## src/rtl/pmi_pkg.sv

```systemverilog
package pmi_pkg;
  localparam int REGS_PER_GROUP = 4;
  localparam int OFF_CMP = 0;
  localparam int OFF_MASK = 1;
  localparam int OFF_CTL = 2;
  localparam int CTL_EN_BIT = 0;
  localparam int CTL_FLAG_BIT = 1;

  typedef struct packed {
    logic wrCmp;
    logic wrMask;
    logic wrCtl;
  } pmiStrobe_t;
endpackage

```

## src/rtl/pmi_ctrl.sv

```systemverilog
module pmi_ctrl
  import pmi_pkg::*;
#(
  parameter int NUM_GROUPS = 2,
  parameter int PIN_W = 4,
  parameter int ADDR_W = 3
) (
  input  logic              clk,
  input  logic              rstN,
  input  logic              regWrEn,
  input  logic [ADDR_W-1:0] regAddr,
  input  logic [PIN_W-1:0]  rdCmp  [NUM_GROUPS],
  input  logic [PIN_W-1:0]  rdMask [NUM_GROUPS],
  input  logic              rdEn   [NUM_GROUPS],
  input  logic              rdFlag [NUM_GROUPS],
  output pmiStrobe_t        stb    [NUM_GROUPS],
  output logic [PIN_W-1:0]  regRdData
);
  localparam int GRP_W = ADDR_W - 2;

  logic [GRP_W-1:0] grpSel;
  logic [1:0]       offSel;

  assign grpSel = regAddr[ADDR_W-1:2];
  assign offSel = regAddr[1:0];

  for (genvar g = 0; g < NUM_GROUPS; g++) begin : gDecode
    logic hit;
    assign hit = regWrEn && (grpSel == GRP_W'(g));
    assign stb[g].wrCmp  = hit && (offSel == 2'(OFF_CMP));
    assign stb[g].wrMask = hit && (offSel == 2'(OFF_MASK));
    assign stb[g].wrCtl  = hit && (offSel == 2'(OFF_CTL));
  end

  always_comb begin
    regRdData = '0;
    for (int g = 0; g < NUM_GROUPS; g++) begin
      if (grpSel == GRP_W'(g)) begin
        case (offSel)
          2'(OFF_CMP):  regRdData = rdCmp[g];
          2'(OFF_MASK): regRdData = rdMask[g];
          2'(OFF_CTL): begin
            regRdData[CTL_EN_BIT]   = rdEn[g];
            regRdData[CTL_FLAG_BIT] = rdFlag[g];
          end
          default: regRdData = '0;
        endcase
      end
    end
  end

  logic [3*NUM_GROUPS-1:0] allStb;
  for (genvar g = 0; g < NUM_GROUPS; g++) begin : gFlat
    assign allStb[3*g +: 3] = {stb[g].wrCmp, stb[g].wrMask, stb[g].wrCtl};
  end

  AST_STB_ONEHOT: assert property (@(posedge clk) disable iff (!rstN)
    $onehot0(allStb));
endmodule

```

## src/rtl/pmi_datapath.sv

```systemverilog
module pmi_datapath
  import pmi_pkg::*;
#(
  parameter int PIN_W = 4
) (
  input  logic             clk,
  input  logic             rstN,
  input  logic [PIN_W-1:0] pinsAsync,
  input  pmiStrobe_t       stb,
  input  logic [PIN_W-1:0] wrData,
  output logic [PIN_W-1:0] cmpQ,
  output logic [PIN_W-1:0] maskQ,
  output logic             enQ,
  output logic             flagQ,
  output logic             eventQ,
  output logic             irqQ
);
  logic [PIN_W-1:0] syncA, syncB;
  logic prevMatch, cfgQuiet;
  logic matchNow, breakNow, clrReq;

  assign matchNow = ~|((syncB ^ cmpQ) & ~maskQ);
  assign breakNow = prevMatch && !matchNow && !cfgQuiet;
  assign clrReq   = stb.wrCtl && wrData[CTL_FLAG_BIT];
  assign irqQ     = flagQ && enQ;

  always_ff @(posedge clk or negedge rstN) begin
    if (!rstN) begin
      syncA     <= '0;
      syncB     <= '0;
      cmpQ      <= '0;
      maskQ     <= '1;
      enQ       <= 1'b0;
      prevMatch <= 1'b1;
      cfgQuiet  <= 1'b0;
      eventQ    <= 1'b0;
      flagQ     <= 1'b0;
    end else begin
      syncA     <= pinsAsync;
      syncB     <= syncA;
      if (stb.wrCmp)  cmpQ  <= wrData;
      if (stb.wrMask) maskQ <= wrData;
      if (stb.wrCtl)  enQ   <= wrData[CTL_EN_BIT];
      cfgQuiet  <= stb.wrCmp || stb.wrMask;
      prevMatch <= matchNow;
      eventQ    <= breakNow;
      flagQ     <= breakNow || (flagQ && !clrReq);
    end
  end

  AST_EVT_ONE_CYCLE: assert property (@(posedge clk) disable iff (!rstN)
    eventQ |=> !eventQ);
  AST_EVT_SETS_FLAG: assert property (@(posedge clk) disable iff (!rstN)
    eventQ |-> flagQ);
  AST_CFG_NO_EVT: assert property (@(posedge clk) disable iff (!rstN)
    (stb.wrCmp || stb.wrMask) |=> ##1 !eventQ);
  AST_SET_WINS: assert property (@(posedge clk) disable iff (!rstN)
    (breakNow && clrReq) |=> flagQ);
  AST_FLAG_HOLD: assert property (@(posedge clk) disable iff (!rstN)
    (flagQ && !clrReq) |=> flagQ);
  AST_IRQ_GATED: assert property (@(posedge clk) disable iff (!rstN)
    irqQ |-> enQ);
endmodule

```

## src/rtl/pinMatchIrq.sv

```systemverilog
module pinMatchIrq
  import pmi_pkg::*;
#(
  parameter int NUM_GROUPS = 2,
  parameter int PIN_W = 4,
  localparam int ADDR_W = $clog2(NUM_GROUPS * REGS_PER_GROUP)
) (
  input  logic                        clk,
  input  logic                        rstN,
  input  logic [NUM_GROUPS*PIN_W-1:0] pinIn,
  input  logic                        regWrEn,
  input  logic [ADDR_W-1:0]           regAddr,
  input  logic [PIN_W-1:0]            regWrData,
  output logic [PIN_W-1:0]            regRdData,
  output logic [NUM_GROUPS-1:0]       eventOut,
  output logic [NUM_GROUPS-1:0]       flagOut,
  output logic [NUM_GROUPS-1:0]       irqOut
);
  pmiStrobe_t       stb    [NUM_GROUPS];
  logic [PIN_W-1:0] rdCmp  [NUM_GROUPS];
  logic [PIN_W-1:0] rdMask [NUM_GROUPS];
  logic             rdEn   [NUM_GROUPS];
  logic             rdFlag [NUM_GROUPS];

  pmi_ctrl #(.NUM_GROUPS(NUM_GROUPS), .PIN_W(PIN_W), .ADDR_W(ADDR_W)) uCtrl (
    .clk(clk), .rstN(rstN), .regWrEn(regWrEn), .regAddr(regAddr),
    .rdCmp(rdCmp), .rdMask(rdMask), .rdEn(rdEn), .rdFlag(rdFlag),
    .stb(stb), .regRdData(regRdData)
  );

  for (genvar g = 0; g < NUM_GROUPS; g++) begin : gGroup
    pmi_datapath #(.PIN_W(PIN_W)) uDp (
      .clk(clk), .rstN(rstN),
      .pinsAsync(pinIn[g*PIN_W +: PIN_W]),
      .stb(stb[g]), .wrData(regWrData),
      .cmpQ(rdCmp[g]), .maskQ(rdMask[g]), .enQ(rdEn[g]), .flagQ(rdFlag[g]),
      .eventQ(eventOut[g]), .irqQ(irqOut[g])
    );
    assign flagOut[g] = rdFlag[g];
  end
endmodule

```

## config.mk

```make
export PLATFORM = sky130hd
export DESIGN_NAME = pinMatchIrq
export DESIGN_NICKNAME = d
export VERILOG_FILES = /design/src/rtl/pmi_pkg.sv /design/src/rtl/pmi_ctrl.sv /design/src/rtl/pmi_datapath.sv /design/src/rtl/pinMatchIrq.sv
export SDC_FILE = /design/constraint.sdc
export NUM_CORES = 1
export LEC_CHECK = 0
export ABC_AREA = 1
export BUFFER_PORTS_ARGS = -buffer_cell sky130_fd_sc_hd__buf_2
export CORE_ASPECT_RATIO = 1.1
export CORE_MARGIN = 1.5
export CORE_UTILIZATION = 50
export CTS_BUF_LIST = sky130_fd_sc_hd__clkbuf_4
export CTS_CLUSTER_DIAMETER = 60
export DETAILED_ROUTE_END_ITERATION = 10
export GPL_TIMING_DRIVEN = 0
export PLACE_DENSITY = 0.8
export SLEW_MARGIN = 10
export SYNTH_ARGS = -nofsm -noshare
export SYNTH_HDL_FRONTEND = slang
export SYNTH_HIERARCHICAL = 1
export SYNTH_SLANG_ARGS = --single-unit
```

## constraint.sdc

```tcl
create_clock -name clk -period 2.3 [get_ports clk]
set_input_delay 0.345 -clock clk [delete_from_list [all_inputs] [get_ports clk]]
set_output_delay 0.345 -clock clk [all_outputs]
set_load 0.005 [all_outputs]
```

==> metrics.md <==
| Metric | Value |
|---|---|
| Outcome | `finished, final reports clean` |
| Nets | `264` |
| FMAX | `~600 MHz` |
| Global-route usage over all layers | `approximately a fifth` |
| Synthesized area | `1840 um2` |
| Final Hold Fails | `0` |
| Vias in the first global route | `1334` |
| Part of the power in registers | `roughly 54%` |
| HP Class | `input pin to register` |
| Ratio of total power to cell area | `830 nW/um2` |
| Number of synthesized register bits | `42` |
| DR pass1 iterations | `4` |
| Post-synth cell types | `15` |
| Register area share after synthesis | `57.8%` |
| Setup crit end kind | `output port` |
| CTS tree | `done` |
| GP Congestion | `0.892` |
| Fill count | `317` |
| Ports | `28` |
| Share of post-route cells with drive strength above 1 | `27.1%` |
| CTS root buf | `clkbuf_4` |
| Port Buffers | `26` |
| Ant diodes | `0` |
| Die ar. | `roughly 4100 um2` |
| Starting Density | `53.5%` |
| Wirelength per Cell | `10.9 um` |
| Yosys warning total | `6` |
| CTS buffer count | `5` |
| Post-synth top area cell | `dfrtp_1` |
| Core Util, Final | `approximately three fifths` |
| Largest net degree at the start of global routing | `43` |
| Std-Cell Rows | `22` |
| Grt total ovfl | `0` |
| Clk pin slew, worst setup/hold paths | `0.12 ns` |
| CTS Hold Bufs | `0` |
| Setup_tns | `0 ns` |
| Leak | `1.11 nW` |
| Top cells by area, synth | `dfrtp_1, nand2_1, dfstp_2` |
| Worst-Margin Slew | `0.885 ns` |
| CP cell instances | `nand3_1 > nand2_1 > nand2_1 > nand2_1 > buf_2` |
| Crit path from | `gGroup[0].uDp/maskQ[3]$_DFFE_PN1P_` |
| Worst path arrival time | `1.31 ns` |
| Clock Sinks | `42` |
| Gate power share | `just under 20%` |
| Setup violators final | `0` |
| Relative slew slack | `41.0%` |
| 1st-iter DRT viols | `75` |
| NetSw | `between 0.5 and 0.6 mW` |
| Slowest cell on crit path | `dfstp_2` |
| Post-DRT Antenna Nets | `0` |
| Cell Int Power | `1.25 mW` |
| Worst Setup Start Kind | `register` |
| Clk_lat worst skew | `around 0.35 ns` |
| P&R area growth vs syn | `14.8%` |
| Die Y | `66.6 um` |
| Gates resized, CTS repair | `0` |
| Critical Path Most Common Cell | `nand2_1` |
| RSZ-0062 raised after global routing | `false` |
| CP Class | `register to output port` |
| Reg2Reg Launch Point | `gGroup[0].uDp/maskQ[1]$_DFFE_PN1P_` |
| Req. time, crit path | `1.96 ns` |
| Placed cell areas | `approximately 2000 um2` |
| Top-area cell type share of the netlist area | `43.5%` |
| Core area | `3440 um2` |
| DP Wirelength | `2.29 mm` |
| Max-cap violations | `0` |
| Max incr delay on CP | `0.56 ns` |
| Cells after Synth | `around 210` |
| Clk_skew | `0.00749 ns` |
| Setup Buffers After CTS | `0` |
| Post-Route WL | `3.21 mm` |
| Final worst-path cycle share | `71.9%` |
| Worst Path Max Fanout | `2` |
| Chip Width | `approximately 61 um` |
| Final period demand of the worst path | `roughly 1.7 ns` |
| Hold path startpoint | `pinIn[3]` |
| Fin area | `between 2000 and 2500 um2` |
| Via Count | `1401` |
| Max-slew violation count | `0` |
| Vias per std cell | `approximately 4.7` |
| Switch share | `29.0%` |
| First-pass GRT wire length | `between 5 and 6 mm` |
| Synthesized area per cell | `8.64 um2` |
| Worst IR Drop VDD | `0.535 mV` |
| Antenna violations before repair | `0` |
| Syn Nets | `231` |
| DR DRC count | `0` |
| Clock network fraction of total power | `26.4%` |
| Max Buffers Root-to-Sink | `2` |
| H-tree Lvls | `2` |
==> power groups by stage <==
| stage | sequential (mW) | clock, mW | combinational [mW] |
|---|---|---|---|
| 2_1_floorplan | 0.949 | 0 | 0.237 |
| 3_3_place_gp | 0.956 | 0 | 0.337 |
| 3_5_place_dp | 0.964 | 0 | 0.346 |
| 6_report | 0.948 | 0.463 | 0.343 |
| 5_1_grt | 0.964 | 0.514 | 0.405 |
| 4_1_cts | 0.950 | 0.482 | 0.348 |
==> logic make-up after synthesis <==
| logic type | synth area share, % |
|---|---|
| AO/OA/AOI/OAI | 3.26 |
| buffers and inverters | 7.75 |
| flip-flops | 57.8 |
| multiplexers | 1.22 |
| AND/OR/NAND/NOR | 30.0 |
==> Yosys cell counts <==
cell type and count:
nor2_4 1, o21ai_0 12, inv_1 22, nand2_1 76, buf_6 2, dfstp_2 10, nor2_8 2, nor2_1 14
dfrtp_1 32, inv_2 10, nor2_2 2, nand3_1 20, or2_1 2, mux2_1 2, nand2_2 6
==> flip-flops by register name (all words and copies together) (netlist names) <==
name / flops
gGroup.uDp/eventQ: 2
gGroup.uDp/enQ: 2
gGroup.uDp/prevMatch: 2
gGroup.uDp/syncB: 8
gGroup.uDp/cmpQ: 8
gGroup.uDp/maskQ: 8
gGroup.uDp/flagQ: 2
gGroup.uDp/cfgQuiet: 2
gGroup.uDp/syncA: 8
==> per-stage QoR <==
| step | worst slack, ns | cells | power (mW) | hold slack [ns] |
|---|---|---|---|---|
| after floorplan | 1.07 | 213 | 1.19 | 0.0494 |
| after global routing | 0.560 | 295 | 1.88 | 0.0513 |
| after CTS | 0.635 | 295 | 1.78 | 0.0638 |
| after global placement | 0.767 | 287 | 1.29 | 0.332 |
| final | 0.646 | 295 | 1.75 | 0.0855 |
| after detailed placement | 0.748 | 287 | 1.31 | 0.336 |
==> metal layers <==
layer / GRT usage [%] / vias to the layer above / part of all wire (%)
li1: - / 707 / -
met1: 21.9 / 643 / 43
met2: 31.3 / 44 / 48
met3: 5.63 / 7 / 6.9
met4: 8.70 / 0 / 1.9
met5: 0 / - / 0
==> cells in the final DEF (no fill, tap or decap), drive strengths merged <==
cell type  netlist  routed
nand2           82      82
dfrtp           32      32
inv             32      32
buf              2      28
nand3           20      20
nor2            19      19
o21ai           12      12
dfstp           10      10
clkbuf           0       5
clkinvlp         0       2
mux2             2       2
or2              2       2
bufinv           0       1
==> worst paths after layout <==
| path | endpoint | slack, ns | depth (start not counted) |
|---|---|---|---|
| max reg2reg | gGroup[0].uDp/eventQ$_DFF_PN0_ | 1.23 | 7 |
| min in group asynchronous | gGroup[0].uDp/syncA[2]$_DFF_PN0_ | 0.10 | 1 |
| min | gGroup[0].uDp/syncA[3]$_DFF_PN0_ | 0.09 | 1 |
| min reg2reg | gGroup[1].uDp/syncB[0]$_DFF_PN0_ | 0.36 | 0 |
| max in group asynchronous | gGroup[1].uDp/syncB[1]$_DFF_PN0_ | 1.65 | 1 |
| max | regRdData[3] | 0.65 | 5 |
==> final cells by class <==
| class | count | area, um2 | share of cell area (%) |
|---|---|---|---|
| Sequential cell | 42 | 1060 | 50.3 |
| Clock inverter | 3 | 45.0 | 2.13 |
| Tap cell | 48 | 60.1 | 2.84 |
| Clock buffer | 5 | 37.5 | 1.78 |
| Timing Repair Buffer | 26 | 130 | 6.16 |
| Multi-Input combinational cell | 137 | 634 | 30.0 |
| Buffer | 2 | 22.5 | 1.07 |
| Inverter | 32 | 120 | 5.68 |
==> critical path, delay by kind of cell, from the launching register on <==
family | cells | cell delay, ns
and+or+nand+nor | 4 | 0.29
buffers and inverters | 1 | 0.11
DFF | 1 | 0.56
No activity file was read; power rests on OpenSTA's default activity.
